===== src/rtl/brseq_pkg.sv =====
package brseq_pkg;

    localparam int BR_MAX_LOG = 10;
    localparam int BR_LOGW    = $clog2(BR_MAX_LOG + 1);

    typedef logic [BR_MAX_LOG-1:0] idx_t;
    typedef logic [BR_LOGW-1:0]    lg_t;

    typedef enum logic {
        MODE_MIRROR = 1'b0,
        MODE_RCARRY = 1'b1
    } order_mode_e;

    typedef struct packed {
        lg_t         lg;
        order_mode_e mode;
        idx_t        step;
    } seq_cfg_t;

    // Force a requested field width into 1..BR_MAX_LOG
    function automatic lg_t clamp_lg(input lg_t v);
        if (v == '0)
            return lg_t'(1);
        if (v > lg_t'(BR_MAX_LOG))
            return lg_t'(BR_MAX_LOG);
        return v;
    endfunction

    // Highest index of a pass of 2**n points
    function automatic idx_t last_index(input lg_t n);
        return idx_t'({BR_MAX_LOG{1'b1}} >> (lg_t'(BR_MAX_LOG) - n));
    endfunction

    // Reverse the low n bits of v; bits at or above n become zero
    function automatic idx_t mirror_bits(input idx_t v, input lg_t n);
        idx_t r;
        lg_t  sel;
        r = '0;
        for (int i = 0; i < BR_MAX_LOG; i++) begin
            if (i < int'(n)) begin
                sel  = n - lg_t'(1) - lg_t'(i);
                r[i] = v[sel];
            end
        end
        return r;
    endfunction

    // Add within the low n bits, carries travelling from bit n-1 toward bit 0
    function automatic idx_t rc_add(input idx_t a, input idx_t b, input lg_t n);
        idx_t s;
        logic c;
        s = '0;
        c = 1'b0;
        for (int i = BR_MAX_LOG - 1; i >= 0; i--) begin
            if (i < int'(n)) begin
                s[i] = a[i] ^ b[i] ^ c;
                c    = (a[i] & b[i]) | (c & (a[i] ^ b[i]));
            end
        end
        return s;
    endfunction

endpackage


===== src/rtl/brseq_cfg.sv =====
module brseq_cfg
    import brseq_pkg::*;
#(
    parameter int ADDR_W = 16
) (
    input  logic              clk,
    input  logic              rst,
    input  logic              start,
    input  lg_t               in_lg,
    input  logic              in_mode,
    input  logic [ADDR_W-1:0] in_base,
    input  idx_t              in_step,
    output seq_cfg_t          cfg,
    output logic [ADDR_W-1:0] base
);

    always_ff @(posedge clk) begin
        if (rst) begin
            cfg  <= '{lg: lg_t'(1), mode: MODE_MIRROR, step: '0};
            base <= '0;
        end else if (start) begin
            cfg.lg   <= clamp_lg(in_lg);
            cfg.mode <= order_mode_e'(in_mode);
            cfg.step <= in_step;
            base     <= in_base;
        end
    end

    // a latched width is always inside the supported range
    p_lg_in_range_r2: assert property (@(posedge clk) disable iff (rst)
        (cfg.lg != '0) && (cfg.lg <= lg_t'(BR_MAX_LOG)));

endmodule


===== src/rtl/brseq_index.sv =====
module brseq_index
    import brseq_pkg::*;
(
    input  logic     clk,
    input  logic     rst,
    input  logic     start,
    input  logic     issue,
    input  seq_cfg_t cfg,
    output idx_t     offset,
    output logic     done
);

    idx_t cnt_q;
    idx_t ptr_q;
    logic done_q;
    logic last;

    assign last   = (cnt_q == last_index(cfg.lg));
    assign offset = (cfg.mode == MODE_RCARRY) ? ptr_q : mirror_bits(cnt_q, cfg.lg);
    assign done   = done_q;

    always_ff @(posedge clk) begin
        if (rst || start) begin
            cnt_q  <= '0;
            ptr_q  <= '0;
            done_q <= 1'b0;
        end else if (issue) begin
            done_q <= last;
            if (last) begin
                cnt_q <= '0;
                ptr_q <= '0;
            end else begin
                cnt_q <= cnt_q + idx_t'(1);
                ptr_q <= rc_add(ptr_q, cfg.step, cfg.lg);
            end
        end
    end

    // the issue counter never passes the last index of the pass
    p_cnt_in_range_r7: assert property (@(posedge clk) disable iff (rst)
        cnt_q <= last_index(cfg.lg));

    // issuing the final index raises done on the next edge
    p_done_after_last_r7: assert property (@(posedge clk) disable iff (rst)
        (issue && !start && last) |=> done_q);

    // done stays put while nothing is issued or started
    p_done_hold_r7: assert property (@(posedge clk) disable iff (rst)
        (!issue && !start) |=> $stable(done_q));

endmodule


===== src/rtl/brseq_emit.sv =====
module brseq_emit
    import brseq_pkg::*;
#(
    parameter int ADDR_W = 16
) (
    input  logic              clk,
    input  logic              rst,
    input  logic              issue,
    input  logic [ADDR_W-1:0] base,
    input  idx_t              offset,
    output logic [ADDR_W-1:0] addr,
    output logic              vld
);

    always_ff @(posedge clk) begin
        if (rst) begin
            vld  <= 1'b0;
            addr <= '0;
        end else begin
            vld <= issue;
            if (issue)
                addr <= base + ADDR_W'(offset);
        end
    end

    // an issue produces a valid strobe one cycle later
    p_valid_follows_issue_r3: assert property (@(posedge clk) disable iff (rst)
        issue |=> vld);

    // no issue, no strobe
    p_no_spurious_valid_r3: assert property (@(posedge clk) disable iff (rst)
        !issue |=> !vld);

    // the address holds between issues
    p_addr_hold_r8: assert property (@(posedge clk) disable iff (rst)
        !issue |=> $stable(addr));

endmodule


===== src/rtl/bitrev_addr_seq.sv =====
module bitrev_addr_seq
    import brseq_pkg::*;
#(
    parameter int ADDR_W = 16
) (
    input  logic                  clk,
    input  logic                  rst,
    input  logic                  start,
    input  logic                  advance,
    input  logic [BR_LOGW-1:0]    cfg_log2n,
    input  logic                  cfg_mode,
    input  logic [ADDR_W-1:0]     cfg_base,
    input  logic [BR_MAX_LOG-1:0] cfg_step,
    output logic [ADDR_W-1:0]     addr_out,
    output logic                  addr_valid,
    output logic                  seq_done
);

    seq_cfg_t          cfg;
    logic [ADDR_W-1:0] base;
    idx_t              offset;
    logic              issue;
    logic [ADDR_W-1:0] rel;

    // A rewind takes priority over an issue in the same cycle
    assign issue = advance & ~start;

    brseq_cfg #(.ADDR_W(ADDR_W)) u_cfg (
        .clk     (clk),
        .rst     (rst),
        .start   (start),
        .in_lg   (cfg_log2n),
        .in_mode (cfg_mode),
        .in_base (cfg_base),
        .in_step (cfg_step),
        .cfg     (cfg),
        .base    (base)
    );

    brseq_index u_index (
        .clk    (clk),
        .rst    (rst),
        .start  (start),
        .issue  (issue),
        .cfg    (cfg),
        .offset (offset),
        .done   (seq_done)
    );

    brseq_emit #(.ADDR_W(ADDR_W)) u_emit (
        .clk    (clk),
        .rst    (rst),
        .issue  (issue),
        .base   (base),
        .offset (offset),
        .addr   (addr_out),
        .vld    (addr_valid)
    );

    assign rel = addr_out - base;

    // a start cycle never yields an address and always clears done
    p_start_quiet_r2: assert property (@(posedge clk) disable iff (rst)
        start |=> (!addr_valid && !seq_done));

    // done can only rise together with a freshly issued address
    p_done_with_valid_r7: assert property (@(posedge clk) disable iff (rst)
        $rose(seq_done) |-> addr_valid);

    // every issued address lies inside the window above the base
    p_addr_window_r8: assert property (@(posedge clk) disable iff (rst)
        addr_valid |-> (rel <= ADDR_W'(last_index(cfg.lg))));

endmodule


===== config.mk =====
export PLATFORM = sky130hd
export DESIGN_NAME = bitrev_addr_seq
export DESIGN_NICKNAME = d
export VERILOG_FILES = /design/src/rtl/brseq_pkg.sv /design/src/rtl/brseq_cfg.sv /design/src/rtl/brseq_index.sv /design/src/rtl/brseq_emit.sv /design/src/rtl/bitrev_addr_seq.sv
export SDC_FILE = /design/constraint.sdc
export NUM_CORES = 1
export LEC_CHECK = 0
export ABC_AREA = 1
export BUFFER_PORTS_ARGS = -buffer_cell sky130_fd_sc_hd__buf_2
export CORE_UTILIZATION = 35
export CTS_CLUSTER_DIAMETER = 100
export DETAILED_ROUTE_END_ITERATION = 10
export PLACE_DENSITY_LB_ADDON = 0.1
export SLEW_MARGIN = 20
export SYNTH_ARGS = -nofsm -noshare
export SYNTH_HDL_FRONTEND = slang
export SYNTH_SLANG_ARGS = --single-unit

===== constraint.sdc =====
create_clock -name clk -period 18.24 [get_ports clk]
set_input_delay 0 -clock clk [delete_from_list [all_inputs] [get_ports clk]]
set_output_delay 0 -clock clk [all_outputs]
set_load 0.1 [all_outputs]

# After elaboration in Yosys (flattened, before gate mapping)
# Index checks and enable logic that the tools add are counted.
# word_totals
reg_bits	69
out_inout_bits	18
elab_cells	183
# op_classes
add_sub_neg	13
n_lt_le_gt_ge	21
eq_ne	1
shifts	1
n_mux	90
bitwise_logic	46
reduce_logical	2
# ops
operator	count
1-bit two-way mux	73
4-bit by 5-bit < comparator with 1-bit output (second input constant)	10
1-bit binary-select mux with 4-bit select	10
10-bit two-way mux	3
1-bit bitwise XOR	19
1-bit bitwise AND	18
16-bit by 10-bit adder with 16-bit output	1
3-bit by 4-bit < comparator with 1-bit output (first input constant)	4
4-bit two-way mux	4
4-bit by 3-bit subtractor with 4-bit output (second input constant)	4
10-bit by 1-bit adder with 10-bit output (second input constant)	1
10-bit == test	1
10-bit by 4-bit right shift with 10-bit output (first input constant)	1
1-bit by 4-bit < comparator with 1-bit output (first input constant)	2
2-bit by 4-bit < comparator with 1-bit output (first input constant)	2
4-bit < comparator (first input constant)	2
1-bit bitwise OR	8
4-bit by 1-bit subtractor with 4-bit output (second input constant)	2
4-bit by 2-bit subtractor with 4-bit output (second input constant)	2
4-bit subtractor (second input constant)	2
4-bit > comparator (second input constant)	1
4-bit logical NOT	1
4-bit subtractor (first input constant)	1
1-bit logical OR	1
1-bit inverter	1

# Depth between registers and ports, before layout
# logic_depth
ltp_word	57
ltp_mapped	27
depth_no_buf	26

# Cells and area by module
# From an unflattened synthesis, not the netlist that was laid out.
# hier_totals
cells_unflattened	793
area_unflattened_um2	5057.4
# by_module_without_submodules
module	instances	cells_per_inst	area_per_inst_um2	seq_area_each_um2
brseq_index	1	410	2481.1	420.4
brseq_emit	1	238	1448.9	340.3
brseq_cfg	1	143	1117.3	620.6
bitrev_addr_seq	1	2	10.0	0.0

# Worst setup path after synthesis
# No wires, ideal clock.
# synth_timing
path_kind	register -> register
start	register u_cfg.cfg[14] (netlist name)
end	register u_index.ptr_q[0]
setup_ns	0.070
t_arrival_ns	5.844
required_time_ns	18.170
slack_ns	12.326
path_stages_with_launch	28
path_buffers	1
synth_period_minus_slack_ns	5.914
path_cell_list	dfxtp_1 buf_4 inv_2 nor2_1 nand2_1 fa_1 nor2_1 a31oi_1 fa_1 or2_2 fa_1 or2_2 fa_1 nand2_1 nand2_1 fa_1 mux2_2 fa_1 or2_2 fa_1 inv_1 nand2_1 fa_1 o21ai_0 or2_2 nand3_1 o21bai_1 a21oi_1
# synth_between
elab_chain_len	56
# synth_rtl
element	line_no	rtl
4-bit < comparator	brseq_pkg.sv:55	if (i < int'(n)) begin
1-bit two-way mux	brseq_pkg.sv:55	
1-bit two-way mux	brseq_index.sv:29	if (last) begin
1-bit two-way mux	brseq_index.sv:27	end else if (issue) begin
1-bit two-way mux	brseq_index.sv:23	if (rst || start) begin
1-bit bitwise AND	brseq_pkg.sv:57	c = (a[i] & b[i]) | (c & (a[i] ^ b[i]));
1-bit bitwise OR	brseq_pkg.sv:57	
1-bit two-way mux	brseq_pkg.sv:55	
[... 40 more ...]	n/a	
1-bit bitwise OR	brseq_pkg.sv:57	
1-bit two-way mux	brseq_pkg.sv:55	
1-bit two-way mux	brseq_index.sv:29	
1-bit two-way mux	brseq_index.sv:27	
1-bit two-way mux	brseq_index.sv:23	
1-bit bitwise XOR	brseq_pkg.sv:56	s[i] = a[i] ^ b[i] ^ c;
1-bit two-way mux	brseq_pkg.sv:55	
10-bit two-way mux *	brseq_index.sv:29	
to (signal assigned)	brseq_index.sv:34	ptr_q <= rc_add(ptr_q, cfg.step, cfg.lg);
to (decl)	brseq_index.sv:14	idx_t ptr_q;
# Every way passes the cells marked *; elsewhere a longest branch is shown, timed or not. The select of a mux whose other input is x is not followed.
# A chain may end at the register's enable or synchronous reset.

# Worst setup path in the final report
# layout_timing
start	register u_cfg.cfg[14] (netlist name)
end	register u_index.ptr_q[1]
# layout_between
elab_chain_len	50
# layout_rtl
element	line_no
4-bit < comparator	brseq_pkg.sv:55
1-bit two-way mux	brseq_pkg.sv:55
1-bit two-way mux	brseq_index.sv:29
1-bit two-way mux	brseq_index.sv:27
1-bit two-way mux	brseq_index.sv:23
1-bit bitwise AND	brseq_pkg.sv:57
1-bit bitwise OR	brseq_pkg.sv:57
1-bit two-way mux	brseq_pkg.sv:55
[... 34 more ...]	n/a
1-bit bitwise OR	brseq_pkg.sv:57
1-bit two-way mux	brseq_pkg.sv:55
1-bit two-way mux	brseq_index.sv:29
1-bit two-way mux	brseq_index.sv:27
1-bit two-way mux	brseq_index.sv:23
1-bit bitwise XOR	brseq_pkg.sv:56
1-bit two-way mux	brseq_pkg.sv:55
10-bit two-way mux *	brseq_index.sv:29
# Marks and branches as above.

==> impl_metrics.json <==
{
  "status": "complete, no violations",
  "setup_viol": 0,
  "grt.overflow.total": 0,
  "fin_skew_ns": 0.005855,
  "detail_route.vias_per_cell": 4.950,
  "crit_top_cell": "fa_1",
  "dr.pass1.iters": 4,
  "crit_buf_inv": 2,
  "cts_made_buffers": 9,
  "rows": 42,
  "finalMaxSlewViolations": 0,
  "synth_common_cells": "nand2_1, inv_1, o21ai_0",
  "synth_edf_count": 0,
  "cp_data_required_time_ns": 18.49,
  "hold_viol": 0,
  "startpoint_type": "flip-flop",
  "end_kind": "flip-flop",
  "clk_pin_slew_worst_paths_ns": 0.06,
  "reg2reg_slack_ns": 11.76,
  "synth_compound_area_share_pct": 16.68,
  "yosys.area.top_type": "dfxtp_1",
  "yosys.area_share.simple_pct": 30.14,
  "wl_per_cell_um": 15.02,
  "drt_wl_total_um": 14300,
  "cp_cell_sequence": "inv_2 > nor2_1 > nand2_1 > fa_1 > nor2_1 > a31oi_1 > fa_1 > or2_2 > fa_1 > or2_2 > fa_1 > nand2_1 > nand2_1 > fa_1 > mux2_2 > fa_1 > or2_2 > fa_1 > inv_1 > nand2_1 > fa_1 > or2_2 > o21bai_1 > a21oi_1",
  "grt_pass1_wl_um": 23060,
  "vdd.ir_drop.worst_mv": 0.04720,
  "powerDensity_nw_per_um2": 82.57,
  "synthToLayoutAreaGrowth_pct": 20.54,
  "grt_max_degree": 37,
  "dieHeight_um": 119.4,
  "syn_inst": 702,
  "syn-num-nets": 771,
  "rsz0062_at_grt": "false",
  "synthFlopType": "dfxtp_1",
  "syn-cell-area_um2": 4823,
  "synthTopCellsByArea": "dfxtp_1, nand2_1, o21ai_0",
  "die_area_um2": 14250,
  "cts_sinks": 69,
  "via_count": 4712,
  "num_antenna_cells": 0,
  "tns_ns": 0,
  "tightest_slew_ns": 1.060,
  "htree_levels": 3,
  "fmax_mhz": 154.2,
  "critical_path_peak_fanout": 11,
  "placedCellCount": 905,
  "antenna_found_initial": 0,
  "leakage_nw": 2.568,
  "post_cts_buffers": 0,
  "grtUsageMet2_pct": 31.72,
  "critPathSlowestCell": "dfxtp_1",
  "cp.arrival_ns": 6.74,
  "synthMuxAreaShare_pct": 0.2335,
  "finalCritPeriodShare_pct": 35.55,
  "root_buffer": "clkbuf_16",
  "avgSynthCellArea_um2": 6.871,
  "use_met1_pct": 30.39,
  "hold_class": "input pin to flip-flop",
  "ys_ff_latch": 69,
  "yosysUniqueCellTypes": 42,
  "synth_top_area_share_pct": 28.64,
  "yosysWarnings": 0,
  "busiest_layer": "met2",
  "yosysSeqAreaShare_pct": 28.64,
  "initial_core_util_pct": 36.14,
  "synth_xor_area_share_pct": 4.514,
  "crit_family": "adder cells",
  "cts_tree": "built",
  "cts_resized": 0,
  "synth.most_common_cell": "nand2_1",
  "groute.usage.overall_pct": 20.96,
  "routabilityCongestion": 0.8395,
  "min_period_ns": 6.485,
  "grt_pass1_vias": 4410,
  "drive_gt1_share_pct": 14.56,
  "clk_path_buf_depth": 2,
  "chipWidth_um": 119.4,
  "drt_iter0_markers": 310,
  "port_buffers": 52,
  "clock_latency_ns": 0.34,
  "layout.nets": 840,
  "max_stage_delay_ns": 0.65,
  "ys_async_sr_fraction_pct": 0,
  "cap_violations": 0,
  "met3_usage_pct": 4.837,
  "drc": 0,
  "coreArea_um2": 13350,
  "hpwl_um": 10460,
  "synth_fa_ha_area_share_pct": 10.22,
  "crit_type": "flip-flop to flip-flop",
  "ios": 53,
  "stdcell_count": 952,
  "ant_nets": 0,
  "synth_top_family_by_area": "simple AND/OR/NAND/NOR gates",
  "relSlewSlack_pct": 28.91
}
cell type report:
class                      count  area, µm²
clock buffer                  10      239.0
clock inverter                 6      86.33
fill                        1419       7533
inverter                      83      321.6
multi-input combinational    523       2980
sequential                    69       1381
tap                          176      220.2
timing repair buffer          85      585.6
placed cells by master (no fill, tap or decap), types with 6 or more instances in the layout:
| cell type | synthesis | routed |
|---|---|---|
| ha_1 | 25 | 25 |
| inv_1 | 76 | 76 |
| xor2_1 | 13 | 13 |
| nor2_2 | 14 | 14 |
| a21oi_1 | 34 | 34 |
| o21ai_0 | 76 | 76 |
| nand2_1 | 159 | 159 |
| buf_2 | 1 | 52 |
| dfxtp_1 | 69 | 69 |
| nand3_1 | 61 | 61 |
| nor2_1 | 53 | 53 |
| clkbuf_16 | 0 | 9 |
| o22ai_1 | 6 | 6 |
| xnor2_1 | 10 | 10 |
| o211ai_1 | 8 | 8 |
| nand4_1 | 7 | 7 |
| or2_2 | 7 | 7 |
| o21bai_1 | 8 | 8 |
| dlygate4sd3_1 | 0 | 31 |
| fa_1 | 9 | 9 |
flip-flops by register name (all words and copies together), names as in the netlist:
signal,cells
u_emit.addr,16
u_cfg.base,16
u_index.done,1
u_index.cnt_q,10
u_cfg.cfg,15
u_index.ptr_q,10
u_emit.vld,1
cells by family after synthesis:
family          after synthesis
simple gates                319
compound gates              145
buf+inv                     110
flops                        69
fa+ha+maj                    34
xor+xnor                     24
mux                           1
power breakdown:
part	leakage, nW	switching, W	internal (W)	total, W
registers	0.566	0.00000630	0.000158	0.000164
clock network	0.158	0.0000714	0.000123	0.000195
logic	1.84	0.0000835	0.0000376	0.000121
total	2.57	0.000161	0.000319	0.000480
worst min-delay path, delay by kind of cell:
| family | cells | cell delay, ns |
|---|---|---|
| AO/OA/AOI/OAI | 2 | 0.22 |
| buffers and inverters | 1 | 0.09 |
per-layer routing:
layer / wire (µm) / vias up
met5: 0 / -
met4: 91 / 0
met3: 633 / 6
met2: 6162 / 109
met1: 7413 / 2166
li1: - / 2431
metrics by stage:
stage                     worst slack [ns]  cell area (µm²)  power [W]  hold slack [ns]  utilization (%)
after floorplan                      12.33             4823  0.0002544           0.1387                -
after global placement               11.89             5179  0.0002824           0.2266            38.80
after detailed placement             11.75             5179  0.0002830           0.2314            38.80
after CTS                            11.74             5814  0.0004852         0.004962            43.56
after global routing                 11.30             5814  0.0005065          0.02148            43.56
final                                11.76             5814  0.0004801          0.01521            43.56
path summary, 6_finish.rpt:
check	from	endpoint	cells after the start
max	u_cfg.cfg[14]	u_index.ptr_q[1]	24
max reg2reg	u_cfg.cfg[14]	u_index.ptr_q[1]	24
min	cfg_log2n[0]	u_cfg.cfg[11]	3
min reg2reg	u_cfg.cfg[9]	u_cfg.cfg[9]	2
timing repair:
action	in CTS	in global routing
hold buffers	31	0
endpoints found under the setup margin	0	0
hold endpoints to repair	30	0
No activity file was read; power rests on OpenSTA's default activity.
